**config.mk**
```make
export PLATFORM = sky130hd
export DESIGN_NAME = irq_prio_ctrl
export DESIGN_NICKNAME = d
export VERILOG_FILES = /design/src/rtl/irq_pkg.sv /design/src/rtl/irq_sync_edge.sv /design/src/rtl/irq_lowest_pick.sv /design/src/rtl/irq_prio_ctrl.sv
export SDC_FILE = /design/constraint.sdc
export NUM_CORES = 1
export LEC_CHECK = 0
export BUFFER_PORTS_ARGS = -buffer_cell sky130_fd_sc_hd__buf_2
export CAP_MARGIN = 20
export CORE_ASPECT_RATIO = 1.4
export CORE_UTILIZATION = 45
export DETAILED_ROUTE_END_ITERATION = 7
export PLACE_DENSITY = 0.73
export SKIP_LAST_GASP = 1
export SYNTH_ARGS = -nofsm -noshare
export SYNTH_HDL_FRONTEND = slang
export SYNTH_SLANG_ARGS = --single-unit
```
**constraint.sdc**
```tcl
create_clock -name clk -period 2.35 [get_ports clk]
set_clock_uncertainty 0.1 [all_clocks]
set_input_delay 0 -clock clk [delete_from_list [all_inputs] [get_ports clk]]
set_output_delay 0 -clock clk [all_outputs]
set_load 0.005 [all_outputs]
```
**src/rtl/irq_pkg.sv**
```systemverilog
package irq_pkg;
  localparam int unsigned REG_ADDR_W = 2;

  typedef enum logic [REG_ADDR_W-1:0] {
    RA_MASK = 2'd0,
    RA_PEND = 2'd1,
    RA_INSV = 2'd2,
    RA_BASE = 2'd3
  } reg_addr_e;
endpackage

```
**src/rtl/irq_sync_edge.sv**
```systemverilog
module irq_sync_edge #(
  parameter int unsigned N_LINES = 8
) (
  input  logic               clk,
  input  logic               rst,
  input  logic [N_LINES-1:0] raw_in,
  output logic [N_LINES-1:0] lvl,
  output logic [N_LINES-1:0] rise
);
  for (genvar g = 0; g < N_LINES; g++) begin : g_line
    logic meta_q, sync_q, prev_q;
    always_ff @(posedge clk) begin
      if (rst) begin
        meta_q <= 1'b0;
        sync_q <= 1'b0;
        prev_q <= 1'b0;
      end else begin
        meta_q <= raw_in[g];
        sync_q <= meta_q;
        prev_q <= sync_q;
      end
    end
    assign lvl[g]  = sync_q;
    assign rise[g] = sync_q & ~prev_q;
  end
endmodule

```
**src/rtl/irq_lowest_pick.sv**
```systemverilog
module irq_lowest_pick #(
  parameter int unsigned N_BITS = 8,
  localparam int unsigned IDX_W = $clog2(N_BITS)
) (
  input  logic [N_BITS-1:0] vec,
  output logic [N_BITS-1:0] onehot,
  output logic [IDX_W-1:0]  idx,
  output logic              any
);
  always_comb begin
    idx = '0;
    for (int i = N_BITS - 1; i >= 0; i--) begin
      if (vec[i]) idx = IDX_W'(i);
    end
  end
  assign onehot = vec & (~vec + N_BITS'(1));
  assign any    = |vec;
endmodule

```
**src/rtl/irq_prio_ctrl.sv**
```systemverilog
module irq_prio_ctrl #(
  parameter int unsigned N_LVL = 8,
  parameter int unsigned VEC_W = 8,
  localparam int unsigned LVL_W  = $clog2(N_LVL),
  localparam int unsigned BASE_W = VEC_W - LVL_W
) (
  input  logic             clk,
  input  logic             rst,
  input  logic [N_LVL-1:0] irq_in,
  input  logic             lvl_mode,
  input  logic             ack,
  input  logic             reg_wr,
  input  logic             reg_rd,
  input  logic [1:0]       reg_addr,
  input  logic [VEC_W-1:0] reg_wdata,
  output logic [VEC_W-1:0] reg_rdata,
  output logic             int_out,
  output logic [VEC_W-1:0] vec_out
);
  import irq_pkg::*;

  logic [N_LVL-1:0]  s_lvl, s_rise;
  logic [N_LVL-1:0]  pend_edge_q, pend_view, mask_q, isr_q;
  logic [N_LVL-1:0]  req, below, eligible;
  logic [N_LVL-1:0]  isr_oh, win_oh, set_oh, clr_oh;
  logic [LVL_W-1:0]  isr_idx, win_idx, ack_lvl;
  logic              isr_any, win_any, take, eoi;
  logic [BASE_W-1:0] base_q;
  logic              int_q;
  logic [VEC_W-1:0]  rdata_q;

  irq_sync_edge #(.N_LINES(N_LVL)) u_sync (
    .clk(clk), .rst(rst), .raw_in(irq_in), .lvl(s_lvl), .rise(s_rise)
  );

  assign pend_view = lvl_mode ? s_lvl : pend_edge_q;
  assign req       = pend_view & ~mask_q;

  irq_lowest_pick #(.N_BITS(N_LVL)) u_isr_pick (
    .vec(isr_q), .onehot(isr_oh), .idx(isr_idx), .any(isr_any)
  );

  // Levels strictly above the lowest in-service bit; all ones when none is in service.
  assign below    = isr_oh - N_LVL'(1);
  assign eligible = req & below;

  irq_lowest_pick #(.N_BITS(N_LVL)) u_win_pick (
    .vec(eligible), .onehot(win_oh), .idx(win_idx), .any(win_any)
  );

  assign ack_lvl = win_any ? win_idx : {LVL_W{1'b1}};
  assign take    = ack & win_any;
  assign set_oh  = take ? win_oh : '0;
  assign eoi     = reg_wr && (reg_addr == RA_PEND);
  assign clr_oh  = eoi ? isr_oh : '0;

  always_ff @(posedge clk) begin
    if (rst) begin
      pend_edge_q <= '0;
      isr_q       <= '0;
      mask_q      <= '0;
      base_q      <= '0;
      int_q       <= 1'b0;
      rdata_q     <= '0;
    end else begin
      // A fresh rising edge takes precedence over an acknowledge clear of the same bit.
      pend_edge_q <= lvl_mode ? '0 : ((pend_edge_q & ~set_oh) | s_rise);
      isr_q       <= (isr_q & ~clr_oh) | set_oh;
      int_q       <= |eligible;
      if (reg_wr && reg_addr == RA_MASK) mask_q <= reg_wdata[N_LVL-1:0];
      if (reg_wr && reg_addr == RA_INSV) base_q <= reg_wdata[VEC_W-1:LVL_W];
      if (reg_rd) begin
        case (reg_addr)
          RA_MASK: rdata_q <= VEC_W'(mask_q);
          RA_PEND: rdata_q <= VEC_W'(pend_view);
          RA_INSV: rdata_q <= VEC_W'(isr_q);
          default: rdata_q <= {base_q, {LVL_W{1'b0}}};
        endcase
      end
    end
  end

  assign int_out   = int_q;
  assign reg_rdata = rdata_q;
  assign vec_out   = ack ? {base_q, ack_lvl} : '0;

  // the interrupt never rises without an unmasked pending level behind it.
  a_r6_int_has_source: assert property (@(posedge clk) disable iff (rst)
    $rose(int_out) |-> $past(|(pend_view & ~mask_q)));

  // a real acknowledge adds exactly one in-service bit.
  a_r7_ack_adds_one: assert property (@(posedge clk) disable iff (rst)
    (ack && |(pend_view & ~mask_q & below) && !eoi) |=> $countones(isr_q) == $past($countones(isr_q)) + 1);

  // end-of-interrupt removes exactly one in-service bit.
  a_r9_eoi_drops_one: assert property (@(posedge clk) disable iff (rst)
    (eoi && !ack && isr_q != '0) |=> $countones(isr_q) + 1 == $past($countones(isr_q)));

  // a spurious acknowledge answers with the last level and leaves service state alone.
  a_r8_spurious_lvl: assert property (@(posedge clk) disable iff (rst)
    (ack && (pend_view & ~mask_q & below) == '0) |-> vec_out[LVL_W-1:0] == {LVL_W{1'b1}});

  a_r8_spurious_keep: assert property (@(posedge clk) disable iff (rst)
    (ack && (pend_view & ~mask_q & below) == '0 && !eoi) |=> $stable(isr_q));

  // no vector outside acknowledge.
  a_r7_vec_idle: assert property (@(posedge clk) disable iff (rst)
    !ack |-> vec_out == '0);
endmodule

```
Word-level counts from Yosys, hierarchy flattened
Index checks and enable logic that the tools add are counted.
{"block": "op_classes", "shifts": 0, "multipliers": 0, "n_eq_ne": 2, "n_reduce_logical": 6, "div_mod_pow": 0, "mux": 14, "n_bitwise": 30, "n_lt_le_gt_ge": 0, "n_addsub": 3}
{"op": "AND 8 bit", "count": 6}
{"op": "NOT 8 bit", "count": 5}
{"op": "2-to-1 mux 8 bit", "count": 4}
{"op": "2-to-1 mux 3 bit", "count": 9}
{"op": "one-hot mux 8 bit (3 select lines)", "count": 1}
{"op": "adder 8 x 1 -> 8 bit, second input constant", "count": 2}
{"op": "OR 8 bit", "count": 2}
{"op": "AND 1 bit", "count": 9}
{"op": "NOT 1 bit", "count": 8}
{"op": "OR reduction 8 bit", "count": 1}
{"op": "subtractor 8 x 1 -> 8 bit, second input constant", "count": 1}
{"op": "logical AND 1 bit", "count": 3}
{"op": "equality test 2 x 1 -> 1 bit, second input constant", "count": 1}
{"op": "equality test 2 bit, second input constant", "count": 1}
{"op": "zero test 2 bit", "count": 1}
{"op": "OR reduction 2 bit", "count": 1}
{"block": "totals", "n_memories": 0, "rom_bits": 0, "out_inout_bits": 17, "register_bits": 62, "wordCells": 85, "latch_bits": 0, "mem_bits_rw": 0, "in_bits": 24}

Logic depth before layout (Yosys ltp)
{"block": "depth", "depth_word": 15, "depth_mapped": 6, "depth_no_buf": 5}

Hierarchy
Synthesis repeated with hierarchy kept, for this count alone.
{"block": "hier_totals", "cells_unflattened": 342, "area_unflattened_um2": 2999.1}
{"mod": "irq_prio_ctrl", "instances": 1, "seq_area_each_um2": 760.7, "area_per_inst_um2": 1918.1, "cells_per_inst": 230}
{"mod": "irq_sync_edge", "instances": 1, "seq_area_each_um2": 480.5, "area_per_inst_um2": 803.3, "cells_per_inst": 66}
{"mod": "irq_lowest_pick", "instances": 2, "seq_area_each_um2": 0.0, "area_per_inst_um2": 138.9, "cells_per_inst": 23}

Worst setup path before layout
OpenSTA, ideal clock, no wires.
{"block": "synth_path", "kind": "register to register", "startpoint": "register isr_q[2]", "endpoint": "register pend_edge_q[7]", "path_slack_ns": 0.319, "arrival_ns": 1.816, "setup_ns": 0.116, "path_buffers": 0, "path_stages_with_launch": 6, "t_required_ns": 2.134, "synth_period_minus_slack_ns": 2.031, "cell_sequence": "dfxtp_1 or4_4 or4_4 nor3b_2 nand3_1 a31o_1"}
{"block": "synth_between", "elab_chain_cells": 12, "elab_cells_between_ends": 14, "cone_classes": "add/sub: 3; mux: 1; bitwise: 9; reduce/logical: 1"}
{"element": "start: declaration", "line": "irq_prio_ctrl.sv:23", "text": "logic [N_LVL-1:0] pend_edge_q, pend_view, mask_q, isr_q;"}
{"element": "start signal: assignment", "line": "irq_prio_ctrl.sv:68", "text": "isr_q <= (isr_q & ~clr_oh) | set_oh;"}
{"element": "NOT 8 bit", "line": "irq_lowest_pick.sv:16", "text": "assign onehot = vec & (~vec + N_BITS'(1));"}
{"element": "adder 8 x 1 -> 8 bit", "line": "irq_lowest_pick.sv:16"}
{"element": "AND 8 bit (*)", "line": "irq_lowest_pick.sv:16"}
{"element": "subtractor 8 x 1 -> 8 bit (*)", "line": "irq_prio_ctrl.sv:44", "text": "assign below = isr_oh - N_LVL'(1);"}
{"element": "AND 8 bit (*)", "line": "irq_prio_ctrl.sv:45", "text": "assign eligible = req & below;"}
{"element": "NOT 8 bit", "line": "irq_lowest_pick.sv:16"}
{"element": "adder 8 x 1 -> 8 bit", "line": "irq_lowest_pick.sv:16"}
{"element": "AND 8 bit", "line": "irq_lowest_pick.sv:16"}
{"element": "2-to-1 mux 8 bit (*)", "line": "irq_prio_ctrl.sv:53", "text": "assign set_oh = take ? win_oh : '0;"}
{"element": "NOT 8 bit (*)", "line": "irq_prio_ctrl.sv:67", "text": "pend_edge_q <= lvl_mode ? '0 : ((pend_edge_q & ~set_oh) | s_rise);"}
{"element": "AND 8 bit (*)", "line": "irq_prio_ctrl.sv:67"}
{"element": "OR 8 bit (*)", "line": "irq_prio_ctrl.sv:67"}
{"element": "end signal: assignment", "line": "irq_prio_ctrl.sv:67"}
{"element": "end: declaration", "line": "irq_prio_ctrl.sv:23"}
Mark *: on every way between the ends. The rest lies on a longest branch, timed or not.
A chain may end at the register's enable or synchronous reset.

Worst setup path after layout
{"block": "layout_path", "startpoint": "register isr_q[3]", "endpoint": "output vec_out[0]"}
{"block": "layout_between", "elab_chain_cells": 15, "elab_cells_between_ends": 16, "cone_classes": "add/sub: 2; mux: 10; bitwise: 3; reduce/logical: 1"}
{"element": "NOT 8 bit", "line": "irq_lowest_pick.sv:16"}
{"element": "adder 8 x 1 -> 8 bit", "line": "irq_lowest_pick.sv:16"}
{"element": "AND 8 bit (*)", "line": "irq_lowest_pick.sv:16"}
{"element": "subtractor 8 x 1 -> 8 bit (*)", "line": "irq_prio_ctrl.sv:44"}
{"element": "AND 8 bit (*)", "line": "irq_prio_ctrl.sv:45"}
{"element": "2-to-1 mux 3 bit (8 in series)", "line": "irq_lowest_pick.sv:13", "text": "if (vec[i]) idx = IDX_W'(i);"}
{"element": "2-to-1 mux 3 bit (*)", "line": "irq_prio_ctrl.sv:51", "text": "assign ack_lvl = win_any ? win_idx : {LVL_W{1'b1}};"}
{"element": "2-to-1 mux 8 bit (*)", "line": "irq_prio_ctrl.sv:85", "text": "assign vec_out = ack ? {base_q, ack_lvl} : '0;"}
{"element": "end: declaration", "line": "irq_prio_ctrl.sv:18", "text": "output logic [VEC_W-1:0] vec_out"}
Marked as above.

==> metrics.log <==
INFO  metric run_status = finished with violations
INFO  metric failed_checks = negative setup slack
INFO  metric pre_cts_slack = 0.225 ns
INFO  metric clock-root-buffer = sky130_fd_sc_hd__clkbuf_8
INFO  metric worst-endpoint-required = 2.25 ns
INFO  metric avgRoutedWirePerCell = 13.7 um
INFO  metric setup_slack = -0.0842 ns
INFO  metric clock_path_buffers = 2
INFO  metric inserted_clock_buffers = 9
INFO  metric cell_internal_pwr = 0.00165 W
INFO  metric timing.setup.critical_path_class = register to output pin
INFO  metric vdd_drop_max = 0.499 mV
INFO  metric antennaDiodeCount = 0
INFO  metric worstPathMaxFanout = 4
INFO  metric placed_cells_incl_taps = 370
INFO  metric place.detailed.hpwl = 3790 um
INFO  metric netlist.top_cell.by_area = sky130_fd_sc_hd__dfxtp_1
INFO  metric setup.worst_path.end_class = output pin
INFO  metric synth_largest_type_area_fraction = 0.491
INFO  metric clock_sinks = 62
INFO  metric multiInputGateArea = 1250 um2
INFO  metric first_global_vias = 2,039
INFO  metric fin_nets = 373
INFO  metric htreeDepth = 3
INFO  metric numPortBuffers = 40
INFO  metric fin_crit = 2.43 ns
INFO  metric grtUsageMet3 = 0.0442
INFO  metric drv_cap = 0
INFO  metric tritoncts = built
INFO  metric final_antenna_net_count = 0
INFO  metric synthesis.instances = 274
INFO  metric die_area = 5930 um2
INFO  metric timing_worst_slew_pin_value = 0.439 ns
INFO  metric maxSlewHeadroom = 0.706
INFO  metric final_cells = 417
INFO  metric synth-seq-area-share = 0.491
INFO  metric max_clock_freq = 411 MHz
INFO  metric grt.total_usage = 0.208
INFO  metric layout-drive-gt1-share = 0.248
INFO  metric wl = 5690 um
INFO  metric report.final.setup_viol = 1
INFO  metric worst_hold_slack = 0.173 ns
INFO  metric yosys_warnings = 0
INFO  metric report.final.slew_viol_count = 0
INFO  metric p_leak = 1.38 nW
INFO  metric slowest_delay = 0.56 ns
INFO  metric pwr_density_cell = 656 nW/um2
INFO  metric dieHeight = 90.7 um
INFO  metric ys_ff_latch = 62
INFO  metric drt_first_pass_iters = 4
INFO  metric post_synth_num_cell_types = 37
INFO  metric grt_start_max_net_pins = 38
INFO  metric regArea = 1240 um2
INFO  metric hold_path.class = primary input to register
INFO  metric syn_nets = 298
INFO  metric postSynth.topFlopCell = sky130_fd_sc_hd__dfxtp_1
INFO  metric worstPathCellList = or4_4 -> or4_4 -> nor3b_4 -> o31ai_1 -> a21oi_1 -> buf_2
INFO  metric seq_power_share = 0.512
INFO  metric endpoint_arrival_time_on_the_critical_path = 2.33 ns
INFO  metric drt-initial-drc-count = 88
INFO  metric initial_standard_cell_utilization_of_the_core = 0.479
INFO  metric wire_length_of_the_first_global_routing_pass = 9360 um
INFO  metric clk_latency = 0.33 ns
INFO  metric antenna_found_initial = 0
INFO  metric pwr-share-clk = 0.364
INFO  metric clk_transition_reported_paths = 0.06 ns
INFO  metric crit_path_frequent_cell = sky130_fd_sc_hd__or4_4
INFO  metric num_io_pins = 41
INFO  metric post_synth.cell_area_avg = 9.23 um2
INFO  metric globalRouteMet1Util = 0.245
INFO  metric layout.cells.most_common = sky130_fd_sc_hd__dfxtp_1
INFO  metric min_period_over_period = 1.04
INFO  metric worst_path_max_delay_cell = sky130_fd_sc_hd__or4_4
INFO  metric placeableCoreArea = 5280 um2
INFO  metric grt_remaining_overflow = 0
INFO  metric grt_most_used_layer = met2
INFO  metric synthArstFlopShare = 0
INFO  metric synth_edf_count = 0
INFO  metric num_rows = 31
INFO  metric net-switching-power = 0.000526 W
INFO  metric met2_usage = 0.335
INFO  metric die-width = 65.4 um
INFO  metric setup_repair_after_global_routing_missed_its_margin = true
INFO  metric detail_route.vias_per_cell = 5.29
INFO  metric total_power = 0.00217 W
INFO  metric post_synth_main_area_contributors = sky130_fd_sc_hd__dfxtp_1, sky130_fd_sc_hd__nor2b_1, sky130_fd_sc_hd__mux2i_1
INFO  metric power.share.combinational = 0.124
INFO  metric fill_cells = 471
INFO  metric most-common-layout-cells = sky130_fd_sc_hd__dfxtp_1, sky130_fd_sc_hd__buf_2, sky130_fd_sc_hd__nor2_1, sky130_fd_sc_hd__dlygate4sd3_1, sky130_fd_sc_hd__nor2b_1
INFO  metric area_delta_synth_final = 31.0%
INFO  metric gp_congestion = 0.873
INFO  metric cp-start-kind = register
INFO  metric switching_share = 0.242
INFO  metric number_of_design_rule_violations_left_after_detail_routing = 0
INFO  metric detailroute.via_count = 2,204
INFO  metric hold_violations = 0
INFO  metric synthesis.area = 2530 um2
==> sequential cells by signal (all words and copies together), names as in the netlist <==
signal / count
isr_q: 8
mask_q: 8
int_out: 1
u_sync.g_line.sync_q: 8
base_q: 5
pend_edge_q: 8
u_sync.g_line.meta_q: 8
u_sync.g_line.prev_q: 8
reg_rdata: 8
==> layer usage <==
metal  up-vias  part of all wire
li1       1109                 -
met1      1014              0.44
met2        68              0.49
met3        13             0.043
met4         0             0.025
met5         -                 0
==> cell families after synthesis <==
| family | share of synthesized area |
|---|---|
| AO/OA/AOI/OAI | 0.135 |
| AND/OR/NAND/NOR | 0.254 |
| buffers and inverters | 0.0257 |
| flip-flops | 0.491 |
| multiplexers | 0.0945 |
==> stage by stage <==
stage / area (um2) / setup TNS (ns) / util
floorplan: 2530 / 0 / -
global placement: 2800 / 0 / 0.530
detailed placement: 2800 / 0 / 0.530
CTS: 3290 / -0.0450 / 0.623
global route: 3310 / -0.174 / 0.628
finish: 3310 / -0.0842 / 0.628
==> area by class of cell <==
class,instances,share of cell area
Tap cell,66,0.0249
Inverter,1,0.00113
Multi-Input combinational cell,195,0.377
Clock buffer,11,0.0457
Sequential cell,62,0.376
Timing Repair Buffer,80,0.173
Clock inverter,2,0.00302
==> worst paths after layout <==
kind,start,end,slack [ns],cells past startpoint
worst min-delay path,reg_addr[0],reg_rdata[7],0.17,4
worst max-delay path,isr_q[3],vec_out[0],-0.08,6
worst min register to register,u_sync.g_line[6].meta_q,u_sync.g_line[6].sync_q,0.33,1
worst max register to register,isr_q[3],pend_edge_q[7],0.08,7
==> cells in the mapped netlist, types with 2 or more instances <==
| library cell | n |
|---|---|
| sky130_fd_sc_hd__nor3b_1 | 5 |
| sky130_fd_sc_hd__clkbuf_1 | 12 |
| sky130_fd_sc_hd__mux2_2 | 5 |
| sky130_fd_sc_hd__o21ai_0 | 6 |
| sky130_fd_sc_hd__buf_1 | 3 |
| sky130_fd_sc_hd__nor2b_1 | 28 |
| sky130_fd_sc_hd__nand3_1 | 8 |
| sky130_fd_sc_hd__a211o_1 | 4 |
| sky130_fd_sc_hd__nor3_1 | 3 |
| sky130_fd_sc_hd__or2_2 | 6 |
| sky130_fd_sc_hd__nor4_1 | 3 |
| sky130_fd_sc_hd__o31ai_1 | 2 |
| sky130_fd_sc_hd__and2_1 | 5 |
| sky130_fd_sc_hd__or4_4 | 2 |
| sky130_fd_sc_hd__mux2i_1 | 16 |
| sky130_fd_sc_hd__a211oi_1 | 6 |
| sky130_fd_sc_hd__or3_1 | 3 |
| sky130_fd_sc_hd__a21oi_1 | 23 |
| sky130_fd_sc_hd__nor2_1 | 35 |
| sky130_fd_sc_hd__a31o_2 | 3 |
| sky130_fd_sc_hd__nand2_1 | 15 |
| sky130_fd_sc_hd__dfxtp_1 | 62 |
| sky130_fd_sc_hd__a311oi_1 | 4 |
| sky130_fd_sc_hd__nand2b_1 | 2 |
==> power by group through the flow <==
| stage | Sequential (W) | Combinational, W | Clock (W) |
|---|---|---|---|
| after global placement | 0.00113 | 0.000213 | 0 |
| final | 0.00111 | 0.000269 | 0.000790 |
| after floorplan | 0.00113 | 0.000145 | 0 |
| after detailed placement | 0.00114 | 0.000217 | 0 |
| after global routing | 0.00112 | 0.000296 | 0.000851 |
| after CTS | 0.00111 | 0.000260 | 0.000808 |
==> worst max-delay path: cells and delay by family (launching register included) <==
kind | cells | cell delay [ns]
compound gates | 2 | 0.30
buf+inv | 1 | 0.15
flops | 1 | 0.33
simple gates | 3 | 1.22
==> what timing repair did <==
item,in CTS,in global routing
gates resized for setup,1,5
endpoints found under the setup margin,1,4
endpoints found under the hold margin,43,0
pin swaps,3,2
buffers inserted,5,1
hold buffers,29,0
Note: power is estimated with default switching activity, not from simulation.
